[src/rtl/dma_cond_pkg.sv]
package dma_cond_pkg;

  // Strobes from control to datapath, valid for one clock edge
  typedef struct packed {
    logic floppyCount;   // advance the floppy hold-off counter
    logic floppyFire;    // hold-off complete: present floppy request
    logic floppyDrop;    // raw floppy request low: clear counter and output
    logic refreshSet;    // tick rising edge seen: raise refresh request
    logic refreshClear;  // acknowledge without new tick: drop refresh request
  } ctrl_strobe_t;

  function automatic int cntWidth(input int depth);
    return (depth < 2) ? 1 : $clog2(depth);
  endfunction

endpackage

[src/rtl/dma_cond_ctrl.sv]
module dma_cond_ctrl
  import dma_cond_pkg::*;
#(
  parameter int DELAY = 5,
  localparam int CNT_W = cntWidth(DELAY)
)(
  input  logic             floppyReq,
  input  logic [CNT_W-1:0] floppyCnt,
  input  logic             refreshTick,
  input  logic             tickPrev,
  input  logic             refreshAck,
  output ctrl_strobe_t     strobe
);

  localparam logic [CNT_W-1:0] LAST = CNT_W'(DELAY - 1);

  logic tickRise;

  always_comb begin
    tickRise            = refreshTick && !tickPrev;
    strobe              = '0;
    strobe.floppyDrop   = !floppyReq;
    strobe.floppyFire   = floppyReq && (floppyCnt == LAST);
    strobe.floppyCount  = floppyReq && (floppyCnt != LAST);
    strobe.refreshSet   = tickRise;
    strobe.refreshClear = refreshAck && !tickRise;
  end

endmodule

[src/rtl/dma_cond_datapath.sv]
module dma_cond_datapath
  import dma_cond_pkg::*;
#(
  parameter int DELAY = 5,
  localparam int CNT_W = cntWidth(DELAY)
)(
  input  logic             clk,
  input  logic             rstN,
  input  logic             slotReqA,
  input  logic             slotReqB,
  input  logic             refreshTick,
  input  ctrl_strobe_t     strobe,
  output logic [CNT_W-1:0] floppyCnt,
  output logic             tickPrev,
  output logic [3:0]       dmaReq
);

  logic slotQA, slotQB, floppyOut, refreshOut;

  always_ff @(posedge clk or negedge rstN) begin
    if (!rstN) begin
      slotQA <= 1'b0;
      slotQB <= 1'b0;
    end else begin
      slotQA <= slotReqA;
      slotQB <= slotReqB;
    end
  end

  always_ff @(posedge clk or negedge rstN) begin
    if (!rstN) begin
      floppyCnt <= '0;
      floppyOut <= 1'b0;
    end else if (strobe.floppyDrop) begin
      floppyCnt <= '0;
      floppyOut <= 1'b0;
    end else if (strobe.floppyFire) begin
      floppyOut <= 1'b1;
    end else if (strobe.floppyCount) begin
      floppyCnt <= floppyCnt + 1'b1;
    end
  end

  always_ff @(posedge clk or negedge rstN) begin
    if (!rstN) begin
      tickPrev   <= 1'b0;
      refreshOut <= 1'b0;
    end else begin
      tickPrev <= refreshTick;
      if (strobe.refreshSet)        refreshOut <= 1'b1;
      else if (strobe.refreshClear) refreshOut <= 1'b0;
    end
  end

  assign dmaReq = {slotQB, refreshOut, floppyOut, slotQA};

endmodule

[src/rtl/dma_req_cond.sv]
module dma_req_cond
  import dma_cond_pkg::*;
#(
  parameter int DELAY = 5
)(
  input  logic       clk,
  input  logic       rstN,
  input  logic       slotReqA,
  input  logic       floppyReq,
  input  logic       slotReqB,
  input  logic       refreshTick,
  input  logic       refreshAck,
  output logic [3:0] dmaReq
);

  localparam int CNT_W = cntWidth(DELAY);

  ctrl_strobe_t     strobe;
  logic [CNT_W-1:0] floppyCnt;
  logic             tickPrev;

  dma_cond_ctrl #(.DELAY(DELAY)) ctrl_i (
    .floppyReq  (floppyReq),
    .floppyCnt  (floppyCnt),
    .refreshTick(refreshTick),
    .tickPrev   (tickPrev),
    .refreshAck (refreshAck),
    .strobe     (strobe)
  );

  dma_cond_datapath #(.DELAY(DELAY)) dp_i (
    .clk        (clk),
    .rstN       (rstN),
    .slotReqA   (slotReqA),
    .slotReqB   (slotReqB),
    .refreshTick(refreshTick),
    .strobe     (strobe),
    .floppyCnt  (floppyCnt),
    .tickPrev   (tickPrev),
    .dmaReq     (dmaReq)
  );

endmodule

[config.mk]
export PLATFORM = sky130hd
export DESIGN_NAME = dma_req_cond
export DESIGN_NICKNAME = d
export VERILOG_FILES = /design/src/rtl/dma_cond_pkg.sv /design/src/rtl/dma_cond_ctrl.sv /design/src/rtl/dma_cond_datapath.sv /design/src/rtl/dma_req_cond.sv
export SDC_FILE = /design/constraint.sdc
export NUM_CORES = 1
export LEC_CHECK = 0
export ABC_AREA = 1
export BUFFER_PORTS_ARGS = -buffer_cell sky130_fd_sc_hd__buf_4
export CAP_MARGIN = 30
export CORE_AREA = 4 4 41 43
export CTS_BUF_LIST = sky130_fd_sc_hd__clkbuf_4 sky130_fd_sc_hd__clkbuf_8 sky130_fd_sc_hd__clkbuf_16
export DETAILED_ROUTE_END_ITERATION = 8
export DIE_AREA = 0 0 45 47
export SETUP_SLACK_MARGIN = 0.02
export SYNTH_ARGS = -nofsm -noshare
export SYNTH_HDL_FRONTEND = slang
export SYNTH_SLANG_ARGS = --single-unit
[constraint.sdc]
create_clock -name clk -period 1.3 [get_ports clk]
set_input_delay 0.13 -clock clk [delete_from_list [all_inputs] [get_ports clk]]
set_output_delay 0.13 -clock clk [all_outputs]
set_load 0.05 [all_outputs]
==> summary.md <==
| Metric | Value |
|---|---|
| Slew Viols, Final | `0` |
| Vias in the first global route | `224` |
| Place WS | `0.284 ns` |
| Syn Inst Count | `33` |
| FF+latch area | `200 µm²` |
| Total track usage | `6.46%` |
| Hpwl dp | `428 µm` |
| Final TNS setup | `0 ns` |
| Clock tree buffer depth | `2` |
| Commonest non-fill, non-tap cell in the layout | `buf_4` |
| Multi-input logic area | `97.6 µm²` |
| Via density | `4.02` |
| CTS H-tree lvls | `1` |
| Non-filler cells, final | `61` |
| Yosys cell types | `11` |
| Critical path cell sequence | `inv_1 > ha_1 > nand2_2 > nand3_1 > nand2_1` |
| Syn-to-layout area delta | `36.5%` |
| Slowest cell on the critical path | `dfrtp_1` |
| First-pass GRT wire length | `890 µm` |
| Final net count | `57` |
| Slowest stage delay, CP | `0.40 ns` |
| 1st-pass router iterations | `2` |
| Placed Area | `410 µm²` |
| Setup ws final | `0.281 ns` |
| Top-Level Pins | `11` |
| DIE AREA | `2120 µm²` |
| Power density cells | `1230 nW/µm²` |
| Initial Utilization | `26.6%` |
| Hold_ws | `0.0719 ns` |
| I/O Buffers | `10` |
| Yosys reg bits | `8` |
| # resized after CTS | `0` |
| Max-cap violation count | `0` |
| Worst Max-Slew Pin Slew | `0.151 ns` |
| Share of post-route cells with drive strength above 1 | `32.6%` |
| CTS tree | `done` |
| Mux cell area share after synthesis | `0%` |
| Design Area, Final | `473 µm²` |
| Skew-Pair Late Insertion Delay | `0.25 ns` |
| Worst Path Buf+Inv | `1` |
| Most frequent cells in the layout | `10 x buf_4, 8 x dfrtp_1, 5 x inv_1` |
| Critical path fanouts, max | `4` |
| Num CTS Buffers | `3` |
| Post-Syn Nets | `42` |
| CTS clk-pin slew, worst paths | `0.05 ns` |
| Final Cycle Share | `78.4%` |
| Main combinational cell family by area after synthesis | `simple AND/OR/NAND/NOR gates` |
| Total routed wirelength | `582 µm` |
| Unrepaired setup endpoints after global routing | `false` |
| Final Critical Period | `1.02 ns` |
| Post-Syn Area per Cell | `10.5 µm²` |
| Largest net degree at the start of global routing | `9` |
| Crit path kind | `reg -> reg` |
| Status | `completed` |
| Synth Area in Simple Gates | `14.8%` |
| Grt ovf | `0` |
| Number of DRC markers in iteration 0 | `1` |
| Hold Fails Final Rpt | `0` |
| Worst vdd ir | `473 µV` |
| RePlAce Congestion | `0.721` |
| Core area | `1300 µm²` |
| Slew HR | `89.8%` |
| Die width | `45 µm` |
| Warnings from Yosys | `0` |
| Sequential fraction of the synthesis area | `57.8%` |
| Die Y-Extent | `47 µm` |
| Row Count | `13` |
| DRT antenna net count | `0` |
| Root buffer cell | `clkbuf_4` |
| Top cell family by delay on the critical path | `flip-flops` |
| Synthesized-area fraction occupied by adder cells | `7.22%` |
| DR WL/cell | `9.54 µm` |
| Type of the most critical hold path | `in -> reg` |
| XOR/XNOR share of the synthesized area | `0%` |
| Area fraction in compound gates after synthesis | `6.14%` |
| Skew final | `0.000509 ns` |
| Critical path arrival | `1.16 ns` |
| Static leakage | `0.242 nW` |
| Antenna violations before repair | `0` |
| Syn Std Cell Area | `347 µm²` |
| Clk sinks | `8` |
| F_max | `0.981 GHz` |
| CP endpoint kind | `flop` |
| WP data required | `1.44 ns` |
| Critical Path Start Type | `flop` |
| Vias | `245` |
| DRC | `0` |
| Placed insts | `54` |
| Setup violators final | `0` |
| Ant diodes | `0` |
| Fillers | `143` |
## through the flow
step	utilization, %	total power [mW]
after floorplan	-	0.363
final	36.3	0.584
after CTS	36.3	0.594
after detailed placement	31.5	0.395
after global routing	36.3	0.619
after global placement	31.5	0.392
## path summary, 6_finish.rpt
kind	from	to	slack, ns	cells after the start
max	dp_i.floppyCnt[0]	dp_i.floppyCnt[0]	0.28	5
min	refreshAck	dp_i.refreshOut	0.07	2
max reg2reg	dp_i.floppyCnt[0]	dp_i.floppyCnt[0]	0.28	5
min reg2reg	dp_i.tickPrev	dp_i.refreshOut	0.51	3
max in group asynchronous	rstN	dp_i.floppyCnt[0]	0.95	2
min in group asynchronous	rstN	dp_i.refreshOut	0.23	2
## timing repair
item / in CTS / in global routing
buffers inserted: 0 / 0
hold buffers: 4 / 0
hold endpoints to repair: 11 / 0
## per-layer routing
metal	GRT usage (%)	vias up	routed length [µm]
met5	0	-	0
met4	5.26	0	0
met3	4.60	0	48
met2	8.19	8	273
met1	7.26	107	260
li1	-	130	-
## worst register-to-register path, stage by stage, from the launching register on
cell and delay (ns):
dfrtp_1 0.40, inv_1 0.08, ha_1 0.22, nand2_2 0.09, nand3_1 0.07, nand2_1 0.05
## cells by family (layout without fill, tap and decap cells)
logic type,Yosys count,in the layout
compound gates,3,3
fa+ha+maj,2,2
buf+inv,9,22
flops,8,8
simple gates,11,11
## cells in the mapped netlist
cell,count,share of area (%)
a21boi_2,1,3.2
buf_4,4,8.7
dfrtp_1,8,58
ha_1,2,7.2
inv_1,5,5.4
nand2_1,4,4.3
nand2_2,1,1.8
nand3_1,2,2.9
nand4_1,2,3.6
nor2_1,2,2.2
o21ai_0,2,2.9
## cell type report
| class | count | area share [%] |
|---|---|---|
| timing repair buffer | 14 | 24.3 |
| multi-input combinational | 16 | 20.6 |
| tap | 15 | 3.97 |
| inverter | 5 | 3.97 |
| clock buffer | 3 | 4.76 |
| sequential | 8 | 42.3 |
## flip-flops by register name (all words and copies together) (netlist names)
signal,count
dp_i.slotQB,1
dp_i.slotQA,1
dp_i.tickPrev,1
dp_i.floppyCnt,3
dp_i.refreshOut,1
dp_i.floppyOut,1
## power breakdown
group	total, mW	switching (mW)	internal (mW)
Sequential	0.284	0.0142	0.270
Combinational	0.114	0.0651	0.0487
Clock	0.186	0.0803	0.105
No activity file was read; power rests on OpenSTA's default activity.
